--- config.mk ---
export PLATFORM = sky130hd
export DESIGN_NAME = mcast_copy_planner
export DESIGN_NICKNAME = d
export VERILOG_FILES = /design/src/rtl/mcp_pkg.sv /design/src/rtl/mcp_dest_store.sv /design/src/rtl/mcp_cube_calc.sv /design/src/rtl/mcp_plan_fsm.sv /design/src/rtl/mcast_copy_planner.sv
export SDC_FILE = /design/constraint.sdc
export NUM_CORES = 1
export LEC_CHECK = 0
export BUFFER_PORTS_ARGS = -buffer_cell sky130_fd_sc_hd__buf_2
export CELL_PAD_IN_SITES_DETAIL_PLACEMENT = 1
export CELL_PAD_IN_SITES_GLOBAL_PLACEMENT = 1
export CORE_MARGIN = 2
export CORE_UTILIZATION = 50
export CTS_CLUSTER_SIZE = 30
export DETAILED_ROUTE_END_ITERATION = 8
export HOLD_SLACK_MARGIN = 0.02
export PLACE_DENSITY_LB_ADDON = 0.1
export SLEW_MARGIN = 20
export SYNTH_ARGS = -nofsm -noshare
export SYNTH_HDL_FRONTEND = slang
export SYNTH_SLANG_ARGS = --single-unit
--- constraint.sdc ---
create_clock -name clk -period 3.8 [get_ports clk]
set_input_delay 0.38 -clock clk [delete_from_list [all_inputs] [get_ports clk]]
set_output_delay 0.38 -clock clk [all_outputs]
set_load 0.02 [all_outputs]
--- src/rtl/mcp_pkg.sv ---
package mcp_pkg;
    typedef enum logic [2:0] {
        ST_IDLE,
        ST_LOAD,
        ST_CALC,
        ST_PLAN,
        ST_FAIL
    } plan_state_t;
endpackage

--- src/rtl/mcp_dest_store.sv ---
module mcp_dest_store #(
    parameter int ADDR_W = 4,
    parameter int DEPTH  = 1 << ADDR_W,
    parameter int CNT_W  = $clog2(DEPTH) + 1
) (
    input  logic              clk,
    input  logic              rst_n,
    input  logic              wr_en,
    input  logic              wr_first,
    input  logic [ADDR_W-1:0] wr_addr,
    input  logic [ADDR_W-1:0] rd_off,
    output logic [CNT_W-1:0]  count,
    output logic              order_bad,
    output logic              rd_used,
    output logic [ADDR_W-1:0] rd_dest,
    output logic [ADDR_W-1:0] first_dest
);
    localparam int IDX_W = CNT_W - 1;

    logic [ADDR_W-1:0] entries [DEPTH];
    logic [DEPTH-1:0]  used;
    logic [ADDR_W-1:0] prev_addr;
    logic [IDX_W-1:0]  wr_idx;
    logic              room;

    assign wr_idx = wr_first ? '0 : count[IDX_W-1:0];
    assign room   = wr_first || (count < CNT_W'(DEPTH));

    always_ff @(posedge clk or negedge rst_n) begin
        if (!rst_n) begin
            count     <= '0;
            order_bad <= 1'b0;
            used      <= '0;
            prev_addr <= '0;
        end else if (wr_en) begin
            prev_addr <= wr_addr;
            if (wr_first) begin
                count     <= CNT_W'(1);
                order_bad <= 1'b0;
                used      <= DEPTH'(1);
            end else begin
                if (wr_addr <= prev_addr || !room) begin
                    order_bad <= 1'b1;
                end
                if (room) begin
                    count        <= count + CNT_W'(1);
                    used[wr_idx] <= 1'b1;
                end
            end
        end
    end

    always_ff @(posedge clk) begin
        if (wr_en && room) begin
            entries[wr_idx] <= wr_addr;
        end
    end

    assign rd_used    = used[rd_off];
    assign rd_dest    = entries[rd_off];
    assign first_dest = entries[0];

    AST_COUNT_BOUND: assert property (@(posedge clk) disable iff (!rst_n)
        count <= CNT_W'(DEPTH));
endmodule

--- src/rtl/mcp_cube_calc.sv ---
module mcp_cube_calc #(
    parameter int ADDR_W = 4,
    parameter int CNT_W  = ADDR_W + 1
) (
    input  logic [CNT_W-1:0]  count,
    input  logic [ADDR_W-1:0] base,
    input  logic [ADDR_W-1:0] first_dest,
    output logic [ADDR_W-1:0] route,
    output logic [ADDR_W-1:0] mask,
    output logic              skip
);
    // Bit i lies inside the block when 2^i < d, i.e. i < k.
    for (genvar i = 0; i < ADDR_W; i++) begin : g_mask
        assign mask[i] = (count > (CNT_W'(1) << i));
    end

    assign skip  = (count == CNT_W'(1));
    assign route = skip ? first_dest : (base & ~mask);
endmodule

--- src/rtl/mcp_plan_fsm.sv ---
module mcp_plan_fsm
    import mcp_pkg::*;
(
    input  logic clk,
    input  logic rst_n,
    input  logic in_valid,
    input  logic in_last,
    input  logic order_bad,
    output logic in_ready,
    output logic wr_en,
    output logic wr_first,
    output logic latch_en,
    output logic plan_valid,
    output logic plan_err
);
    plan_state_t state, state_nx;

    always_ff @(posedge clk or negedge rst_n) begin
        if (!rst_n) state <= ST_IDLE;
        else        state <= state_nx;
    end

    always_comb begin
        state_nx = state;
        unique case (state)
            ST_IDLE, ST_PLAN, ST_FAIL: begin
                if (in_valid) state_nx = in_last ? ST_CALC : ST_LOAD;
            end
            ST_LOAD: begin
                if (in_valid && in_last) state_nx = ST_CALC;
            end
            ST_CALC: begin
                state_nx = order_bad ? ST_FAIL : ST_PLAN;
            end
            default: state_nx = ST_IDLE;
        endcase
    end

    always_comb begin
        in_ready   = 1'b1;
        wr_first   = 1'b0;
        latch_en   = 1'b0;
        plan_valid = 1'b0;
        plan_err   = 1'b0;
        unique case (state)
            ST_IDLE: wr_first = 1'b1;
            ST_LOAD: wr_first = 1'b0;
            ST_CALC: begin
                in_ready = 1'b0;
                latch_en = !order_bad;
            end
            ST_PLAN: begin
                wr_first   = 1'b1;
                plan_valid = 1'b1;
            end
            ST_FAIL: begin
                wr_first = 1'b1;
                plan_err = 1'b1;
            end
            default: in_ready = 1'b0;
        endcase
        wr_en = in_valid && in_ready;
    end

    AST_CALC_ONE_CYCLE: assert property (@(posedge clk) disable iff (!rst_n)
        (state == ST_CALC) |=> (state != ST_CALC));
    AST_RESULT_AFTER_CALC: assert property (@(posedge clk) disable iff (!rst_n)
        (state == ST_CALC) |=> (plan_valid || plan_err));
    AST_PLAN_XOR_ERR: assert property (@(posedge clk) disable iff (!rst_n)
        !(plan_valid && plan_err));
endmodule

--- src/rtl/mcast_copy_planner.sv ---
module mcast_copy_planner #(
    parameter int ADDR_W = 4
) (
    input  logic              clk,
    input  logic              rst_n,
    input  logic              in_valid,
    output logic              in_ready,
    input  logic [ADDR_W-1:0] in_addr,
    input  logic              in_last,
    input  logic [ADDR_W-1:0] cfg_base,
    output logic              plan_valid,
    output logic              plan_err,
    output logic [ADDR_W-1:0] copy_route,
    output logic [ADDR_W-1:0] copy_mask,
    output logic              copy_skip,
    input  logic [ADDR_W-1:0] rd_off,
    output logic              rd_used,
    output logic [ADDR_W-1:0] rd_dest
);
    localparam int DEPTH = 1 << ADDR_W;
    localparam int CNT_W = ADDR_W + 1;

    logic              wr_en, wr_first, latch_en, order_bad;
    logic [CNT_W-1:0]  d_count;
    logic [ADDR_W-1:0] first_dest, calc_route, calc_mask;
    logic              calc_skip;

    mcp_plan_fsm u_fsm (
        .clk        (clk),
        .rst_n      (rst_n),
        .in_valid   (in_valid),
        .in_last    (in_last),
        .order_bad  (order_bad),
        .in_ready   (in_ready),
        .wr_en      (wr_en),
        .wr_first   (wr_first),
        .latch_en   (latch_en),
        .plan_valid (plan_valid),
        .plan_err   (plan_err)
    );

    mcp_dest_store #(.ADDR_W(ADDR_W), .DEPTH(DEPTH), .CNT_W(CNT_W)) u_store (
        .clk        (clk),
        .rst_n      (rst_n),
        .wr_en      (wr_en),
        .wr_first   (wr_first),
        .wr_addr    (in_addr),
        .rd_off     (rd_off),
        .count      (d_count),
        .order_bad  (order_bad),
        .rd_used    (rd_used),
        .rd_dest    (rd_dest),
        .first_dest (first_dest)
    );

    mcp_cube_calc #(.ADDR_W(ADDR_W), .CNT_W(CNT_W)) u_calc (
        .count      (d_count),
        .base       (cfg_base),
        .first_dest (first_dest),
        .route      (calc_route),
        .mask       (calc_mask),
        .skip       (calc_skip)
    );

    always_ff @(posedge clk or negedge rst_n) begin
        if (!rst_n) begin
            copy_route <= '0;
            copy_mask  <= '0;
            copy_skip  <= 1'b0;
        end else if (latch_en) begin
            copy_route <= calc_route;
            copy_mask  <= calc_mask;
            copy_skip  <= calc_skip;
        end
    end

    AST_BLOCK_COVERS: assert property (@(posedge clk) disable iff (!rst_n)
        (plan_valid && !copy_skip) |-> (({1'b0, copy_mask} + CNT_W'(1)) >= d_count));
    AST_BLOCK_MINIMAL: assert property (@(posedge clk) disable iff (!rst_n)
        (plan_valid && !copy_skip) |-> ((({1'b0, copy_mask} + CNT_W'(1)) >> 1) < d_count));
    AST_START_ALIGNED: assert property (@(posedge clk) disable iff (!rst_n)
        (plan_valid && !copy_skip) |-> ((copy_route & copy_mask) == '0));
    AST_SKIP_SINGLE: assert property (@(posedge clk) disable iff (!rst_n)
        (plan_valid && copy_skip) |-> (d_count == CNT_W'(1) && copy_mask == '0));
    AST_HEADER_HELD: assert property (@(posedge clk) disable iff (!rst_n)
        (plan_valid && $past(plan_valid)) |-> ($stable(copy_route) && $stable(copy_mask)));
endmodule

==> results of run 1 <==
[cell families (layout without fill, tap and decap cells)]
| kind of cell | after synthesis | after routing | synth area share [%] |
|---|---|---|---|
| AND/OR/NAND/NOR | 92 | 92 | 11.4 |
| adder cells (fa/ha/maj) | 7 | 7 | 1.95 |
| flip-flops | 102 | 102 | 64.1 |
| buffers and inverters | 27 | 62 | 2.79 |
| AO/OA/AOI/OAI | 56 | 56 | 8.43 |
| multiplexers | 25 | 25 | 11.4 |
[metal layers]
layer	vias up	GRT usage (%)
met4	0	5.69
met1	1360	29.7
met3	9	3.19
li1	1226	-
met2	52	34.4
met5	-	0
[power breakdown]
group | total [mW] | switching [mW] | internal, mW
clock | 0.656 | 0.402 | 0.254
sequential | 1.48 | 0.148 | 1.33
combinational | 0.818 | 0.511 | 0.308
total | 2.95 | 1.06 | 1.89
[layout make-up]
| type | count | area [um^2] | share of cell area [%] |
|---|---|---|---|
| timing repair buffer | 32 | 160 | 3.27 |
| inverter | 14 | 52.6 | 1.07 |
| sequential | 102 | 2870 | 58.7 |
| clock buffer | 9 | 124 | 2.53 |
| clock inverter | 7 | 67.6 | 1.38 |
| tap | 108 | 135 | 2.76 |
| multi-input combinational | 180 | 1490 | 30.3 |
[critical path, stage by stage]
cell	delay (ns)
buf_2	0.53
mux4_2	0.60
a22oi_1	0.28
nand3_1	0.12
buf_2	0.17
[state kept, by name (all words and copies together) (netlist names)]
name / cells
copy_skip: 1
u_store.used: 16
u_store.entries: 64
copy_route: 4
u_fsm.state: 3
u_store.order_bad: 1
copy_mask: 4
u_store.count: 5
u_store.prev_addr: 4
[metrics by stage]
| step | hold WS (ns) | power [mW] | area, um^2 | utilization [%] | std cells |
|---|---|---|---|---|---|
| after global placement | 0.469 | 2.30 | 4710 | 54.0 | 436 |
| after detailed placement | 0.479 | 2.33 | 4710 | 54.0 | 436 |
| after CTS | 0.167 | 2.98 | 4900 | 56.2 | 452 |
| final | 0.125 | 2.95 | 4900 | 56.2 | 452 |
| after global routing | 0.191 | 3.13 | 4900 | 56.2 | 452 |
| after floorplan | 0.0844 | 2.10 | 4480 | - | 309 |
[cell usage after synthesis (all sizes together) (2+ instances only)]
cell type,n
o21ai,8
a22oi,5
ha,7
inv,14
nor2,27
nor2b,4
nand2,21
and2,2
nand4,4
a21oi,12
buf,11
nand3,15
dfrtp,38
or2,3
mux2,4
nand2b,2
clkbuf,2
nor3,6
mux4,20
a31oi,4
edfxtp,64
o21a,16
o22ai,2
[worst max-delay path by stage]
| stage | depth (start not counted) | to | startpoint |
|---|---|---|---|
| 2_1_floorplan | 4 | rd_dest[0] | rd_off[0] |
| 3_3_place_gp | 5 | rd_dest[1] | rd_off[0] |
| 3_5_place_dp | 5 | rd_dest[1] | rd_off[0] |
| 4_1_cts | 5 | rd_dest[1] | rd_off[0] |
| 5_1_grt | 5 | rd_dest[1] | rd_off[0] |
| 6_report | 5 | rd_dest[2] | rd_off[0] |
==> results by group, run 1 <==
Clock tree
  • H-tree levels: 3
  • CTS tree: built
  • Clock Latency Late Sink: 0.36 ns
  • Deepest clock path buffer count: 2
  • Clk slew on worst S/H paths: 0.11 ns
  • CTS Buf Count: 9
  • Post-CTS Setup Bufs: 0
  • Clk sinks: 102
  • CTS root buf: clkbuf_8
  • # hold bufs at CTS: 0
  • Post_cts resized: 0

Cells and area
  • Share of cells above drive strength 1: 25.9%
  • Diodes inserted: 0
  • Leading cell types in the layout, fill and taps excluded: edfxtp_1, dfrtp_1, buf_2
  • Most common cell after layout, fill and taps aside: edfxtp_1
  • Nets: 362
  • Area delta synth->final: 9.24%
  • Filler cells: 849

Yosys
  • Register area share after synthesis: 64.1%
  • Post-synth EDFFs: 64
  • Yosys top cell area share: 42.9%
  • Synth area leader: edfxtp_1
  • Synthesized flop and latch total: 102
  • Most used DFF post-synth: edfxtp_1
  • Syn_area_per_cell: 14.5 um^2
  • Post-synth ARST share: 37.3%
  • Synth Cell Area: 4480 um^2
  • Synth cell types: 51
  • Synthesis Warnings: 0
  • Synth top area cells: edfxtp_1, dfrtp_1, mux4_2
  • Cells after Synth: 309
  • Synth Net Count: 332

Power
  • Pleak: 1.82 nW
  • Pwr/cell area: 603 nW/um^2
  • Peak supply drop: 0.275 mV

Worst setup path
  • Crit Path Max Fanout: 20
  • R2R cell count: 3
  • Worst R2R End: u_store.entries[15][0]$_DFFE_PP_
  • Crit path DAT: 2.08 ns
  • Crit path required time: 3.42 ns
  • Worst setup EP type: output port
  • FF-to-FF Start: u_fsm.state[2]$_DFFE_PN0P_
  • Critical Path Start Type: input pin
  • Setup slack, reg-to-reg: 1.70 ns
  • Critical path class: input pin to output port

Run status
  • Status: completed

Timing
  • Tcrit/Tclk final: 64.8%
  • RSZ-0062 raised after global routing: no
  • Setup-failing EPs final: 0
  • Count of final max-slew check failures: 0
  • Fin crit period: 2.46 ns
  • Final setup margin: 1.34 ns
  • Slew @ Worst Pin: 0.878 ns
  • Max Fclk: 0.406 GHz
  • Max transition margin: 41.5%
  • Setup TNS: 0 ns
  • Final Skew: 0.0173 ns
  • Hold Violations, Final: 0

Drt
  • Routed wl met2: 4670 um
  • TritonRoute pass-1 iters: 6
  • Met3 wire length: 333 um
  • First DRT Iteration DRCs: 118
  • Routed WL per cell: 20.9 um
  • Vias: 2,647
  • Total routed wirelength: 9440 um
  • DRC violations left: 0
  • Post-route met1 wirelength: 4340 um
  • Detail Route Antenna Nets: 0
  • Via density: 5.86
  • Max layer used: met4

Floorplanning
  • Num ports: 33
  • Die ar.: 9740 um^2
  • Core ar.: 8720 um^2
  • Die Ht: 98.7 um
  • # rows: 34
  • Die Width: 98.7 um
  • Initial Utilization: 51.4%

Placement
  • DP HPWL: 6610 um
  • Setup WS pre-CTS: 1.25 ns
  • I/O Buffers: 32
  • GPL Wtd Cong: 0.821

Job
  • Max cap viols: 0

Global routing
  • GRT Overall Usage: 21.0%
  • Number of global-route vias before repair: 2,796
  • Pin count of the biggest net entering global routing: 39
  • First-pass GRT wire length: 15,500 um
  • Initial antenna violation count: 0
  • Congestion Overflow GR: 0

Min path
  • Worst min path class: input pin to async pin
(Power assumes the default switching activity.)
==> run 2: changes to the inputs <==
ABC_AREA = 1   (was default)
CORE_UTILIZATION = 47   (was 50)
clock period = 2.5 ns   (was 3.8 ns; I/O delays follow)
==> run 2 against run 1 <==
  * Non-clock buffer count rose by 9
  * Critical path type is now flip-flop to flip-flop
  * Register-to-register slack lost 1.2 ns
  * Critical endpoint is now u_store.entries[0][2]$_DFFE_PP_
  * Global-route usage up 1.2 points
  * Setup slack got worse by 0.79 ns
  * Via count increased by 30%
  * Power increased by 54%
  * Clock power rose by 59%
  * Clock skew is 0.0079 ns lower
  * Combinational power grew 65%
  * Flip-flop and latch count unchanged
==> results by group, run 2 <==
Run status
  • Status: completed

Placement
  • Cells after DPL: 632
  • DP HPWL: 8190 um
  • GPL Wtd Cong: 0.806
  • Setup WS pre-CTS: 0.565 ns
  • I/O Buffers: 32
  • DP Area: 4990 um^2

Yosys
  • Cells after Synth: 477
  • Post-synth ARST share: 37.3%
  • Yosys top cell area share: 41.1%
  • Synthesized flop and latch total: 102
  • Most used DFF post-synth: edfxtp_1
  • Synth Cell Area: 4680 um^2
  • Synthesis Warnings: 0
  • Top cells by count, synth: inv_1, nand2_1, edfxtp_1
  • Register area share after synthesis: 61.4%
  • Synth top area cells: edfxtp_1, dfrtp_1, inv_1
  • Synth cell types: 32
  • Synth Net Count: 500
  • Post-synth EDFFs: 64
  • Count leader, synth: inv_1
  • Synth area leader: edfxtp_1
  • Syn_area_per_cell: 9.81 um^2

Cells and area
  • Area occupied by multi-input gates: 1400 um^2
  • Reg with most FFs: u_store.entries
  • Share of cells above drive strength 1: 13.6%
  • Filler cells: 1,125
  • Post-route non-filler standard cell count: 648
  • Diodes inserted: 0
  • Leading cell types in the layout, fill and taps excluded: inv_1, nand2_1, edfxtp_1
  • Biggest regs: u_store.entries (64), u_store.used (16), u_store.count (5)
  • Nets: 533
  • Area delta synth->final: 11.0%
  • Sequential Area: 2870 um^2
  • Most common cell after layout, fill and taps aside: inv_1
  • Fin area: 5190 um^2
  • Util after Layout: 53.3%
  • Max reg flops: 64

Floorplanning
  • Initial Utilization: 48.1%
  • Core ar.: 9730 um^2
  • Die Ht: 104 um
  • Die ar.: 10,800 um^2
  • # rows: 36
  • Die Width: 104 um
  • Num ports: 33

Worst setup path
  • Top delay family on crit path: simple AND/OR/NAND/NOR gates
  • Worst setup EP type: flip-flop
  • Crit Path Max Fanout: 11
  • Worst path bufs/invs: 2
  • Crit path DAT: 1.99 ns
  • Critical path class: flip-flop to flip-flop
  • Critical Path Start Type: flip-flop
  • Crit path required time: 2.53 ns
  • Slowest CP cell: dfrtp_1
  • Crit path cell chain: inv_1, nand3_1, nand3_2, nand2_4, inv_2, nand2_1, nor2_1
  • Worst path max stage delay: 0.39 ns

Min path
  • Worst min path class: input pin to async pin

Timing
  • Final setup margin: 0.545 ns
  • Fin crit period: 1.95 ns
  • Setup TNS: 0 ns
  • Setup-failing EPs final: 0
  • Tcrit/Tclk final: 78.2%
  • Hold Violations, Final: 0
  • Max Fclk: 0.512 GHz
  • Final Skew: 0.00946 ns
  • Slew @ Worst Pin: 0.912 ns
  • RSZ-0062 raised after global routing: no
  • Max transition margin: 39.2%
  • Min Hold Slack: 0.0205 ns
  • Count of final max-slew check failures: 0

Clock tree
  • Deepest clock path buffer count: 2
  • Clk sinks: 102
  • CTS Buf Count: 9
  • # hold bufs at CTS: 0
  • CTS tree: built
  • CTS root buf: clkbuf_8
  • Post-CTS Setup Bufs: 0
  • Clk slew on worst S/H paths: 0.09 ns
  • Clock Latency Late Sink: 0.36 ns
  • Post_cts resized: 0
  • H-tree levels: 3

Global routing
  • Number of global-route vias before repair: 3,727
  • GRT Overall Usage: 22.2%
  • Congestion Overflow GR: 0
  • First-pass GRT wire length: 18,700 um
  • Initial antenna violation count: 0
  • Pin count of the biggest net entering global routing: 40

Power
  • Comb power frac: 29.6%
  • Pwr/cell area: 879 nW/um^2
  • Sw Share: 36.0%
  • Net Switching: 1.64 mW
  • Pleak: 2.30 nW
  • Part of the power in registers: 47.6%
  • Power Total: 4.56 mW
  • Int Pwr: 2.92 mW
  • Peak supply drop: 0.499 mV
  • Clock power share: 22.8%

Drt
  • Detail Route Antenna Nets: 0
  • TritonRoute pass-1 iters: 4
  • Routed WL per cell: 17.5 um
  • Vias: 3,443
  • Total routed wirelength: 11,300 um
  • First DRT Iteration DRCs: 137
  • Via density: 5.31
  • DRC violations left: 0

Job
  • Max cap viols: 0
[run 2: worst paths after layout]
path / startpoint / to / slack (ns) / cells past startpoint
min reg2reg: copy_skip$_DFFE_PN0P_ / copy_skip$_DFFE_PN0P_ / 0.49 / 2
min in group clk: in_valid / u_fsm.state[1]$_DFFE_PN0P_ / 0.12 / 2
max in group asynchronous: rst_n / u_store.used[8]$_DFFE_PN0P_ / 1.91 / 1
max reg2reg: u_fsm.state[2]$_DFFE_PN0P_ / u_store.entries[0][2]$_DFFE_PP_ / 0.55 / 7
max: u_fsm.state[2]$_DFFE_PN0P_ / u_store.entries[0][2]$_DFFE_PP_ / 0.55 / 7
min: rst_n / u_store.prev_addr[3]$_DFFE_PN0P_ / 0.02 / 1
[run 2: power by group through the flow]
stage	clock network, mW	registers [mW]	logic [mW]
floorplan	0	2.25	0.869
global placement	0	2.20	1.31
detailed placement	0	2.21	1.36
CTS	1.05	2.17	1.37
global route	1.12	2.20	1.52
finish	1.04	2.17	1.35
[run 2: layout make-up]
cell class / count / share of cell area (%)
sequential: 102 / 55.4
clock buffer: 14 / 3.54
multi-input combinational: 269 / 26.9
inverter: 87 / 6.29
timing repair buffer: 41 / 4.39
clock inverter: 2 / 0.289
tap: 133 / 3.21
[run 2: logic make-up (layout without fill, tap and decap cells)]
| logic type | Yosys count | in the layout | share of synthesized area, % |
|---|---|---|---|
| AOI/OAI and AO/OA | 97 | 97 | 12.0 |
| xor gates and xnor gates | 2 | 2 | 0.375 |
| adders and majority gates | 7 | 7 | 1.87 |
| buffers and inverters | 106 | 144 | 8.69 |
| DFF | 102 | 102 | 61.4 |
| and+or+nand+nor | 163 | 163 | 15.6 |
[run 2: metal layers]
metal  global-route usage (%)  up-vias  wire length (um)
met5                        0        -                 0
met4                     7.72        0               165
li1                         -     1657                 -
met1                     28.6     1698              4960
met3                     2.45       14               432
met2                     39.2       74              5790
